--- src/rtl/serrx_pkg.sv ---
package serrx_pkg;

    typedef enum logic [2:0] {
        ST_IDLE,
        ST_START,
        ST_DATA,
        ST_PARITY,
        ST_STOP,
        ST_RECOVER
    } rx_state_t;

    typedef enum logic [1:0] {
        DIV_ONE    = 2'b00,
        DIV_MID    = 2'b01,
        DIV_HIGH   = 2'b10,
        DIV_MRESET = 2'b11
    } div_code_t;

    typedef struct packed {
        logic eight_bits;
        logic has_parity;
        logic odd;
    } frame_fmt_t;

    // Format code: [2] selects 8 data bits; code 10x has no parity; [0] selects odd parity.
    function automatic frame_fmt_t decode_fmt(input logic [2:0] code);
        frame_fmt_t f;
        f.eight_bits = code[2];
        f.has_parity = !(code[2] && !code[1]);
        f.odd        = code[0];
        return f;
    endfunction

endpackage

--- src/rtl/serrx_sampler.sv ---
module serrx_sampler
    import serrx_pkg::*;
#(
    parameter int RATIO_MID  = 16,
    parameter int RATIO_HIGH = 64
) (
    input  logic       clk,
    input  logic       rst_n,
    input  logic       mreset,
    input  logic       tick,
    input  logic       restart,
    input  logic [1:0] div_sel,
    output logic       half_hit,
    output logic       full_hit
);
    localparam int CNT_W = $clog2(RATIO_HIGH);

    logic [CNT_W-1:0] cnt_q;
    logic [CNT_W-1:0] full_lim;
    logic [CNT_W-1:0] half_lim;

    always_comb begin
        unique case (div_sel)
            DIV_MID: begin
                full_lim = CNT_W'(RATIO_MID - 1);
                half_lim = CNT_W'(RATIO_MID / 2 - 1);
            end
            DIV_HIGH: begin
                full_lim = CNT_W'(RATIO_HIGH - 1);
                half_lim = CNT_W'(RATIO_HIGH / 2 - 1);
            end
            default: begin
                full_lim = '0;
                half_lim = '0;
            end
        endcase
    end

    assign half_hit = tick && (cnt_q == half_lim);
    assign full_hit = tick && (cnt_q == full_lim);

    always_ff @(posedge clk or negedge rst_n) begin
        if (!rst_n) begin
            cnt_q <= '0;
        end else if (mreset) begin
            cnt_q <= '0;
        end else if (tick) begin
            if (restart || full_hit) begin
                cnt_q <= '0;
            end else begin
                cnt_q <= cnt_q + 1'b1;
            end
        end
    end

endmodule

--- src/rtl/serrx_shifter.sv ---
module serrx_shifter #(
    parameter int DATA_W = 8
) (
    input  logic              clk,
    input  logic              rst_n,
    input  logic              clear,
    input  logic              shift_en,
    input  logic              bit_in,
    output logic [DATA_W-1:0] shreg,
    output logic              par_acc
);
    always_ff @(posedge clk or negedge rst_n) begin
        if (!rst_n) begin
            shreg   <= '0;
            par_acc <= 1'b0;
        end else if (clear) begin
            shreg   <= '0;
            par_acc <= 1'b0;
        end else if (shift_en) begin
            shreg   <= {bit_in, shreg[DATA_W-1:1]};
            par_acc <= par_acc ^ bit_in;
        end
    end

endmodule

--- src/rtl/serrx_holding.sv ---
module serrx_holding #(
    parameter int DATA_W = 8
) (
    input  logic              clk,
    input  logic              rst_n,
    input  logic              mreset,
    input  logic              load,
    input  logic              rd_strobe,
    input  logic [DATA_W-1:0] new_data,
    input  logic              new_pe,
    input  logic              new_fe,
    output logic [DATA_W-1:0] rx_data,
    output logic              rdrf,
    output logic              parity_err,
    output logic              framing_err,
    output logic              overrun
);
    logic [DATA_W-1:0] data_q;
    logic rdrf_q, pe_q, fe_q, ovr_q;
    logic accept, lost;

    assign accept = load && (!rdrf_q || rd_strobe);
    assign lost   = load && rdrf_q && !rd_strobe;

    always_ff @(posedge clk or negedge rst_n) begin
        if (!rst_n) begin
            data_q <= '0;
            rdrf_q <= 1'b0;
            pe_q   <= 1'b0;
            fe_q   <= 1'b0;
            ovr_q  <= 1'b0;
        end else if (mreset) begin
            data_q <= '0;
            rdrf_q <= 1'b0;
            pe_q   <= 1'b0;
            fe_q   <= 1'b0;
            ovr_q  <= 1'b0;
        end else begin
            if (accept) begin
                data_q <= new_data;
                pe_q   <= new_pe;
                fe_q   <= new_fe;
                rdrf_q <= 1'b1;
            end else if (rd_strobe) begin
                rdrf_q <= 1'b0;
            end
            if (lost) begin
                ovr_q <= 1'b1;
            end else if (rd_strobe) begin
                ovr_q <= 1'b0;
            end
        end
    end

    assign rx_data     = data_q;
    assign rdrf        = rdrf_q;
    assign parity_err  = pe_q;
    assign framing_err = fe_q;
    assign overrun     = ovr_q;

endmodule

--- src/rtl/serrx_receiver.sv ---
module serrx_receiver
    import serrx_pkg::*;
#(
    parameter int DATA_W     = 8,
    parameter int RATIO_MID  = 16,
    parameter int RATIO_HIGH = 64
) (
    input  logic              clk,
    input  logic              rst_n,
    input  logic              clk_en,
    input  logic              rx_line,
    input  logic [2:0]        word_sel,
    input  logic [1:0]        div_sel,
    input  logic              rd_strobe,
    output logic [DATA_W-1:0] rx_data,
    output logic              rdrf,
    output logic              parity_err,
    output logic              framing_err,
    output logic              overrun
);
    localparam int BITCNT_W = $clog2(DATA_W);
    localparam logic [BITCNT_W-1:0] LAST_LONG  = BITCNT_W'(DATA_W - 1);
    localparam logic [BITCNT_W-1:0] LAST_SHORT = BITCNT_W'(DATA_W - 2);

    frame_fmt_t fmt;
    rx_state_t  state_q, state_d;
    logic       mreset, div_one;
    logic [BITCNT_W-1:0] bit_q;
    logic       pbit_q;
    logic       last_bit;
    logic       half_hit, full_hit;
    logic       restart, sh_clear, shift_en, load;
    logic [DATA_W-1:0] shreg;
    logic       par_acc;
    logic [DATA_W-1:0] new_data;
    logic       new_pe, new_fe;

    assign fmt      = decode_fmt(word_sel);
    assign mreset   = (div_sel == DIV_MRESET);
    assign div_one  = (div_sel == DIV_ONE);
    assign last_bit = (bit_q == (fmt.eight_bits ? LAST_LONG : LAST_SHORT));

    // Next-state logic
    always_comb begin
        state_d = state_q;
        unique case (state_q)
            ST_IDLE:    if (clk_en && !rx_line) state_d = div_one ? ST_DATA : ST_START;
            ST_START:   if (half_hit) state_d = rx_line ? ST_IDLE : ST_DATA;
            ST_DATA:    if (full_hit && last_bit) state_d = fmt.has_parity ? ST_PARITY : ST_STOP;
            ST_PARITY:  if (full_hit) state_d = ST_STOP;
            ST_STOP:    if (full_hit) state_d = rx_line ? ST_IDLE : ST_RECOVER;
            ST_RECOVER: if (clk_en && rx_line) state_d = ST_IDLE;
            default:    state_d = ST_IDLE;
        endcase
    end

    // State register with bit count and captured parity bit
    always_ff @(posedge clk or negedge rst_n) begin
        if (!rst_n) begin
            state_q <= ST_IDLE;
            bit_q   <= '0;
            pbit_q  <= 1'b0;
        end else if (mreset) begin
            state_q <= ST_IDLE;
            bit_q   <= '0;
            pbit_q  <= 1'b0;
        end else begin
            state_q <= state_d;
            if (sh_clear) begin
                bit_q <= '0;
            end else if (shift_en) begin
                bit_q <= bit_q + 1'b1;
            end
            if (state_q == ST_PARITY && full_hit) begin
                pbit_q <= rx_line;
            end
        end
    end

    // Control outputs of the state machine
    always_comb begin
        restart  = 1'b0;
        sh_clear = 1'b0;
        shift_en = 1'b0;
        load     = 1'b0;
        unique case (state_q)
            ST_IDLE: begin
                restart  = clk_en && !rx_line;
                sh_clear = clk_en && !rx_line;
            end
            ST_START:   restart  = half_hit;
            ST_DATA:    shift_en = full_hit;
            ST_STOP:    load     = full_hit;
            default: ;
        endcase
    end

    assign new_data = fmt.eight_bits ? shreg : {1'b0, shreg[DATA_W-1:1]};
    assign new_pe   = fmt.has_parity && ((par_acc ^ pbit_q) != fmt.odd);
    assign new_fe   = !rx_line;

    serrx_sampler #(
        .RATIO_MID (RATIO_MID),
        .RATIO_HIGH(RATIO_HIGH)
    ) sampler_i (
        .clk     (clk),
        .rst_n   (rst_n),
        .mreset  (mreset),
        .tick    (clk_en),
        .restart (restart),
        .div_sel (div_sel),
        .half_hit(half_hit),
        .full_hit(full_hit)
    );

    serrx_shifter #(
        .DATA_W(DATA_W)
    ) shifter_i (
        .clk     (clk),
        .rst_n   (rst_n),
        .clear   (sh_clear || mreset),
        .shift_en(shift_en),
        .bit_in  (rx_line),
        .shreg   (shreg),
        .par_acc (par_acc)
    );

    serrx_holding #(
        .DATA_W(DATA_W)
    ) holding_i (
        .clk        (clk),
        .rst_n      (rst_n),
        .mreset     (mreset),
        .load       (load),
        .rd_strobe  (rd_strobe),
        .new_data   (new_data),
        .new_pe     (new_pe),
        .new_fe     (new_fe),
        .rx_data    (rx_data),
        .rdrf       (rdrf),
        .parity_err (parity_err),
        .framing_err(framing_err),
        .overrun    (overrun)
    );

endmodule

--- config.mk ---
export PLATFORM = sky130hd
export DESIGN_NAME = serrx_receiver
export DESIGN_NICKNAME = d
export VERILOG_FILES = /design/src/rtl/serrx_pkg.sv /design/src/rtl/serrx_sampler.sv /design/src/rtl/serrx_shifter.sv /design/src/rtl/serrx_holding.sv /design/src/rtl/serrx_receiver.sv
export SDC_FILE = /design/constraint.sdc
export NUM_CORES = 1
export LEC_CHECK = 0
export ABC_AREA = 1
export ABC_CLOCK_PERIOD_IN_PS = 1800
export BUFFER_PORTS_ARGS = -buffer_cell sky130_fd_sc_hd__buf_2
export CORE_ASPECT_RATIO = 1.2
export CORE_UTILIZATION = 57
export CTS_BUF_LIST = sky130_fd_sc_hd__clkbuf_2
export DETAILED_ROUTE_END_ITERATION = 12
export GPL_ROUTABILITY_DRIVEN = 1
export PLACE_DENSITY = 0.84
export SYNTH_ARGS = -nofsm -noshare
export SYNTH_HDL_FRONTEND = slang
export SYNTH_SLANG_ARGS = --single-unit
--- constraint.sdc ---
create_clock -name clk -period 1.8 [get_ports clk]
set_input_delay 0.09 -clock clk [delete_from_list [all_inputs] [get_ports clk]]
set_output_delay 0.09 -clock clk [all_outputs]
set_load 0.02 [all_outputs]
# Word level (Yosys, flattened, before mapping)
# Cells that the tools add are included.
# Widths: inputs -> output; s select.
# totals
output_inout_bits,12
elab_cells,105
reg_bits,34
# classes
n_addsub,2
mux,43
bitwise_logic,2
eq_ne,18
reduce_logical,29
# ops
operator,n
$mux 8,5
$mux 3,12
$mux 6,3
$ne 3x3->1 const B,6
$pmux 3 s6,1
$mux 1,17
$pmux 6 s2,1
$logic_and 1x1->1,11
$pmux 5 s2,1
$reduce_bool 3->1,3
$reduce_bool 2->1,4
$add 6x1->6 const B,1
$eq 3x2->1 const B,2
$eq 3x3->1 const B,2
$eq 6x5->1,1
$eq 6x6->1,1
$reduce_and 6->1,1
$logic_not 1->1,5
$eq 2x2->1 const B,2
$mux 2,2
$add 3x1->3 const B,1
$eq 3x1->1 const B,1
$eq 3x3->1,1
$logic_not 3->1,1
6 further kinds,9

# Depth between registers and ports, before layout
# Gate-level depths: netlist of run 1.
# logic_depth
ltp_word,9
ltp_mapped,14
ltp_nobuf,14

# Cells and area by module
# Synthesis of run 1 repeated with hierarchy kept, for this count alone.
# hier_totals
cells_unflattened,281
area_unflattened_um2,2118.3
# modules_own_cells
mod,area_each_um2,cells_per_inst,n_inst
serrx_receiver,691.9,111,1
serrx_holding,540.5,57,1
serrx_sampler,488.0,69,1
serrx_shifter,397.9,44,1

# Least setup slack after synthesis of run 1
# OpenSTA, ideal clock, no wires.
# synth_timing
kind,input to register
startpoint,input div_sel[0]
endpoint,register shifter_i.shreg[1]
path_slack_ns,0.285
arrival_ns,1.400
setup_ns,0.116
path_stages,14
path_buffers,0
path_cell_list,inv_1 ha_1 inv_2 nand2_1 nand2_1 nand2_1 nor2_4 nand2_4 nor2_8 inv_4 nand2_8 nor2_2 a21oi_2 inv_1
# synth_between
elab_chain_len,6
# synth_rtl
element,line_no,text
"start, declared",serrx_receiver.sv:13,"input logic [1:0] div_sel,"
$eq 2x2->1 / $eq 2x1->1 (equally long branches),serrx_sampler.sv:23,unique case (div_sel)
$pmux 6 s2,serrx_sampler.sv:23,
$eq 6x6->1,serrx_sampler.sv:40,assign full_hit = tick && (cnt_q == full_lim);
$logic_and 1x1->1,serrx_sampler.sv:40,
$mux 1,serrx_receiver.sv:86,unique case (state_q)
$reduce_bool 2->1 (no source line),--,
"end signal, assigned",serrx_shifter.sv:20,"shreg <= {bit_in, shreg[DATA_W-1:1]};"
"end, declared",serrx_shifter.sv:9,"output logic [DATA_W-1:0] shreg,"
# Several ways; a longest one is shown, not always the timed one.
# A chain may end at the register's enable or synchronous reset.

# Worst setup path in the final report of run 1
# layout_timing
startpoint,register sampler_i.cnt_q[0]
endpoint,register shifter_i.shreg[1]
# layout_between
elab_chain_len,4
# layout_rtl
element,line_no,text
"start, declared",serrx_sampler.sv:18,logic [CNT_W-1:0] cnt_q;
"start signal, assigned",serrx_sampler.sv:51,cnt_q <= cnt_q + 1'b1;
$eq 6x6->1,serrx_sampler.sv:40,
$logic_and 1x1->1,serrx_sampler.sv:40,
$mux 1,serrx_receiver.sv:86,
$reduce_bool 2->1 (no source line),--,
# Every way passes these cells.

==> impl_metrics.toml, run 1 <==
[floorplan]
start_util_pct = 61.2
num_rows = 23
coreArea_mm2 = 0.00340
ioPinCount = 22
die_x_um = 57.1
fp.dieH_um = 68.1
die_area_mm2 = 0.00389

[critical_path]
critical_path.startpoint_type = "register"
arrival_ns = 1.91
crit_type = "register to register"
end_kind = "register"
worstRegToRegCells = 10
required_ns = 2.09
crit_fanout = 8

[timing]
clock_skew_ns = 0.0274
finalSetupViolCount = 0
slew_headroom_pct = 49.6
final_hold_viol_count = 0
worst_pin_slew_ns = 0.756
fmax_mhz = 617
drv_slew = 0
post-route-min-period_ns = 1.62
fin_tns_setup_ns = 0
finalCritPeriodShare_pct = 90.0
rsz0062_at_grt = "no"

[finish]
drive_gt1_share_pct = 22.2
antenna_cells = 0
final_area_mm2 = 0.00236
area.growth.synth_to_final_pct = 13.6
nets = 316

[clock_network]
clkLatencyLatePin_ns = 0.40
htree_num_levels = 2
tritoncts = "done"
ctsResizeCount = 0
clk_pin_slew_ns = 0.21
clock_path_buffers = 2
cts_buffers = 5
cts_sinks = 34
cts_setup_buffers = 0
cts-root-buf = "clkbuf_2"

[flow_run]
cap_violations = 0

[synthesis]
syn-cell-area_mm2 = 0.00208
syn_nets = 285
ys_warn_count = 0
synth_ff_type = "dfrtp_1"
synth.ff_latch_count = 34
yosysMostFrequentCell = "nand2_1"
synthArstFlopShare_pct = 100
synth_top_cell_by_area = "dfrtp_1"
netlist_top_cells_count = "nand2_1, inv_1, dfrtp_1, o21ai_0, nand3_1"
synth_area_leaders = "dfrtp_1, nand2_1, inv_1"
yosysSeqAreaShare_pct = 41.0
synth_edf_count = 0
syn_avg_cell_area_um2 = 7.69
synth_top_area_share_pct = 41.0
netlist_instances = 270
synthDistinctLibCells = 31

[outcome]
failed_checks = "DRC"
status = "complete, but fails checks"

[drt]
wl_per_cell_um = 11.8
drc = 3
first_pass_iters = 9
top_layer_used = "met4"
drt_iter0_markers = 107
antenna_left = 0
route.met2.wl_um = 1950
wl_met1_um = 1810
wl_met3_um = 163
vias_per_cell = 5.24
finalWirelength_um = 3990
dr_total_vias = 1778

[global_routing]
grt_pass1_wl_um = 6660
grt-ovfl-total = 0
antenna_found_initial = 0
grt_max_degree = 35
track_usage_pct = 22.5
grt_pass1_vias = 1577

[power_and_ir_drop]
leakage_nw = 1.27
p_per_area_mw_per_mm2 = 918
vdd_drop_max_mv = 0.656

[placed_design]
placedInstanceArea_mm2 = 0.00223
dp_hpwl_um = 2930
portBuffers = 21
routabilityCongestion = 0.898

[min_path]
hold_depth = 5
hold_class = "input pin to register"
## critical path, stage by stage, from the launching register on
cell	delay (ns)
dfrtp_1	0.49
o21ai_2	0.18
nand2_2	0.09
nor2_4	0.16
nand2_4	0.12
nor2_8	0.16
inv_4	0.07
nand2_8	0.09
nor2_2	0.05
a21oi_2	0.09
inv_1	0.05
## logic make-up (layout without fill, tap and decap cells)
kind of cell,after synthesis,count (layout),synth area share (%)
buf+inv,47,79,9.10
simple gates,139,139,32.7
flops,34,34,41.0
xor+xnor,7,7,2.95
fa+ha+maj,5,5,3.01
compound gates,38,38,11.3
## final cells by class
cell class | instances | area [µm²]
repair buffers | 26 | 153
fillers | 277 | 1040
well taps | 37 | 46.3
inverters | 45 | 179
multi-input cells | 189 | 1040
clock buffers | 5 | 25.0
clock inverters | 3 | 68.8
flip-flops and latches | 34 | 851
## per-stage QoR
| step | std cells | util [%] | hold slack [ns] | setup slack, ns | power (mW) |
|---|---|---|---|---|---|
| after detailed placement | 327 | 65.5 | 0.191 | 0.0294 | 1.51 |
| after global placement | 327 | 65.5 | 0.199 | 0.108 | 1.49 |
| final | 339 | 69.5 | 0.107 | 0.179 | 2.17 |
| after global routing | 339 | 69.5 | 0.133 | 0.0492 | 2.29 |
| after floorplan | 270 | - | -0.206 | 0.285 | 1.38 |
| after CTS | 339 | 69.5 | 0.101 | 0.170 | 2.18 |
## final timing paths
check | startpoint | endpoint | slack (ns)
worst max register to register | sampler_i.cnt_q[0] | shifter_i.shreg[1] | 0.18
worst min-delay path | word_sel[1] | holding_i.parity_err | 0.11
worst max-delay path | sampler_i.cnt_q[0] | shifter_i.shreg[1] | 0.18
worst min register to register | holding_i.rx_data[4] | holding_i.rx_data[4] | 0.49
max in group asynchronous | rst_n | bit_q[0] | 1.00
min in group asynchronous | rst_n | holding_i.framing_err | 0.30
## state kept, by name, summed over array words and instances, names as in the netlist
| register | flops |
|---|---|
| holding_i.rdrf | 1 |
| pbit_q | 1 |
| shifter_i.par_acc | 1 |
| holding_i.rx_data | 8 |
| holding_i.framing_err | 1 |
| bit_q | 3 |
| state_q | 3 |
| shifter_i.shreg | 8 |
| holding_i.parity_err | 1 |
| sampler_i.cnt_q | 6 |
| holding_i.overrun | 1 |
## cells in the final DEF (no fill, tap or decap), drive strengths merged
cell	netlist	final
a21boi	1	1
a21oi	9	9
buf	2	22
bufinv	0	2
clkbuf	0	5
clkinv	1	2
dfrtp	34	34
dlygate4sd3	0	4
ha	5	5
inv	44	44
nand2	87	87
nand3	18	18
nand4	3	3
nor2	26	26
nor3	4	4
o211ai	2	2
o21ai	24	24
o22ai	1	1
o31ai	1	1
or2	1	1
xnor2	2	2
xor2	5	5
## repair_timing
item                       in CTS  in global routing
hold buffers                    4                  0
hold endpoints to repair       39                  0
setup endpoints to repair       0                  0
## report_power, final
group	internal [mW]	switching [mW]	total [mW]
Clock	0.377	0.282	0.659
Sequential	0.820	0.0801	0.900
Combinational	0.210	0.397	0.607
## routing by layer
metal	vias to the layer above	global-route usage, %
met5	-	0
met4	0	9.45
met3	8	5.29
met2	43	40.1
met1	815	26.2
li1	912	-
(Power assumes the default switching activity.)
==> inputs of run 2 (changes only) <==
--- a/config.mk
+++ b/config.mk
@@ -5,7 +5,6 @@
 export SDC_FILE = /design/constraint.sdc
 export NUM_CORES = 1
 export LEC_CHECK = 0
-export ABC_AREA = 1
 export ABC_CLOCK_PERIOD_IN_PS = 1800
 export BUFFER_PORTS_ARGS = -buffer_cell sky130_fd_sc_hd__buf_2
 export CORE_ASPECT_RATIO = 1.2
==> run 2 against run 1 <==
  * The run now ends clean
  * Power rose by 9.2%
  * Non-clock buffer count up 19
  * Maximum frequency fell by 7.1%
  * Clock-buffer cell count unchanged
  * Setup slack got worse by 0.12 ns
  * Sequential cell count stayed put
  * Global-route usage up 2.3 points
  * Critical path depth is 3 lower
  * Critical path type unchanged
  * Largest power group is now combinational logic
==> impl_metrics.toml, run 2 <==
[finish]
fin_util_pct = 72.5
nFillCells = 236
regArea_um2 = 851
multi_input_comb_area_mm2 = 0.00111
final_common_cell = "dfrtp_1"
area.growth.synth_to_final_pct = 22.0
final_cell_mix = "dfrtp_1, nor2_1, buf_2"
final_area_mm2 = 0.00240
drive_gt1_share_pct = 30.3
fin_cells = 281
nets = 259
antenna_cells = 0

[power_and_ir_drop]
internal-power_mw = 1.40
p_clk_share_pct = 14.2
comb_power_share_pct = 44.5
leakage_nw = 1.08
vdd_drop_max_mv = 0.822
switching_share_pct = 40.7
power_mw = 2.37
power.switching_uw = 962
p_per_area_mw_per_mm2 = 986
p_seq_share_pct = 41.3

[drt]
drc = 0
vias_per_cell = 5.88
first_pass_iters = 4
dr_total_vias = 1653
wl_per_cell_um = 15.0
antenna_left = 0
finalWirelength_um = 4220
drt_iter0_markers = 96

[placed_design]
dp_hpwl_um = 2990
dp.cells = 269
routabilityCongestion = 0.847
portBuffers = 21
placedInstanceArea_mm2 = 0.00227

[synthesis]
synthDistinctLibCells = 43
synth_top_cell_by_area = "dfrtp_1"
synth_top_area_share_pct = 43.3
synth.ff_latch_count = 34
synth_area_leaders = "dfrtp_1, mux2i_1, nor2_1"
netlist_instances = 203
ys_warn_count = 0
syn_nets = 218
synth_edf_count = 0
synth_ff_type = "dfrtp_1"
syn_avg_cell_area_um2 = 9.68
synthArstFlopShare_pct = 100
syn-cell-area_mm2 = 0.00197
yosysSeqAreaShare_pct = 43.3
netlist_top_cells_count = "dfrtp_1, nor2_1, mux2i_1, nand2_1, o21ai_0"

[floorplan]
fp.dieH_um = 66.3
start_util_pct = 59.4
coreArea_mm2 = 0.00331
die_x_um = 55.6
num_rows = 23
ioPinCount = 22
die_area_mm2 = 0.00369

[timing]
drv_slew = 0
clock_skew_ns = 0.0153
finalSetupViolCount = 0
slew_headroom_pct = 51.1
post-route-min-period_ns = 1.74
rsz0062_at_grt = "yes"
finalCritPeriodShare_pct = 96.9
final_hold_viol_count = 0
worst_pin_slew_ns = 0.734
fmax_mhz = 573

[global_routing]
grt_max_degree = 35
antenna_found_initial = 0
grt_pass1_wl_um = 7100
grt_pass1_vias = 1611
grt-ovfl-total = 0
track_usage_pct = 24.9

[critical_path]
r2r_setup_slack_ns = 0.06
crit_chain = "nor4_4 > buf_4 > o211ai_4 > nor4_4 > buf_12 > nor2_1 > a211oi_1"
end_kind = "register"
reg2reg_from = "sampler_i.cnt_q[1]"
arrival_ns = 2.03
crit_buf_inv = 2
worstRegToRegCells = 7
critPathMaxStageDelay_ns = 0.46
critical_path.startpoint_type = "register"
crit_type = "register to register"
r2r_end = "holding_i.rx_data[4]"
crit_fanout = 17
cp_top_family = "simple AND/OR/NAND/NOR gates"
cp_common_cell = "nor4_4"
cpMaxStageDelayCell = "dfrtp_1"
required_ns = 2.09

[clock_network]
clock_path_buffers = 2
clk_pin_slew_ns = 0.16
cts_buffers = 5
cts-root-buf = "clkbuf_2"
clkLatencyLatePin_ns = 0.37
htree_num_levels = 2
cts_sinks = 34
tritoncts = "done"

[flow_run]
cap_violations = 0

[outcome]
status = "complete, no violations"

[min_path]
hold_class = "input pin to register"
hp-start = "rx_line"
hold_depth = 3
min_to = "pbit_q"
[run 2: cell count changes in the layout (fill, tap and decap cells not counted), moves of 13 or more]
| cell | previous run | this run |
|---|---|---|
| nand2_1 | 81 | 14 |
| inv_1 | 38 | 4 |
| mux2i_1 | 0 | 20 |
| nor2_1 | 13 | 33 |
| buf_4 | 1 | 18 |
| nand3_1 | 18 | 5 |
[run 2: power by group through the flow]
stage / combinational, mW / sequential, mW / clock, mW
2_1_floorplan: 0.686 / 0.989 / 0
5_1_grt: 1.17 / 0.993 / 0.360
6_report: 1.05 / 0.978 / 0.336
3_5_place_dp: 0.989 / 0.992 / 0
3_3_place_gp: 0.969 / 0.985 / 0
4_1_cts: 1.01 / 0.977 / 0.341
[run 2: worst max-delay path by stage]
stage	start	endpoint	slack, ns	cells after the start
finish	sampler_i.cnt_q[1]	holding_i.rx_data[4]	0.06	7
floorplan	sampler_i.cnt_q[1]	holding_i.rx_data[5]	-0.0007	6
detailed placement	div_sel[1]	shifter_i.shreg[5]	-0.13	9
CTS	sampler_i.cnt_q[1]	shifter_i.shreg[5]	-0.04	7
global route	sampler_i.cnt_q[1]	shifter_i.shreg[5]	-0.07	7
global placement	div_sel[1]	shifter_i.shreg[3]	-0.04	9
[run 2: cell families after synthesis]
kind of cell	share of synthesized area (%)
AOI/OAI and AO/OA	15.9
xor gates and xnor gates	3.56
adders and majority gates	3.18
buffers and inverters	3.88
DFF	43.3
muxes	10.2
and+or+nand+nor	20.0
[run 2: worst min-delay path: cells and delay by family]
family	cells	cell delay, ns
buf+inv	1	0.16
mux	1	0.15
simple gates	1	0.05
[run 2: metal layers]
metal  share of wire (%)  track usage, %
met1                  46            30.7
met2                  50            42.3
met3                 2.6            4.70
met4                 2.0            11.3
met5                   0               0
[run 2: timing repair]
action                                  CTS  global route
resized for setup                         3             5
pin swaps                                 3             5
setup buffers                             2             0
gates cloned                              0             1
hold buffers                              2             0
hold endpoints to repair                 35             0
endpoints found under the setup margin   10            25
[run 2: stage by stage]
step                setup TNS (ns)  setup slack [ns]  hold WS, ns
global route                -0.717           -0.0681        0.113
finish                           0            0.0550       0.0987
floorplan                -0.000727         -0.000727       -0.206
CTS                         -0.150           -0.0356       0.0914
detailed placement           -1.45            -0.127        0.200
global placement            -0.377           -0.0447        0.195
[run 2: final cells by class]
cell class              count  area share (%)
inverters                   5           0.782
repair buffers             45            14.0
multi-input cells         153            46.3
flip-flops and latches     34            35.5
clock inverters             2           0.417
well taps                  37            1.93
clock buffers               5            1.04
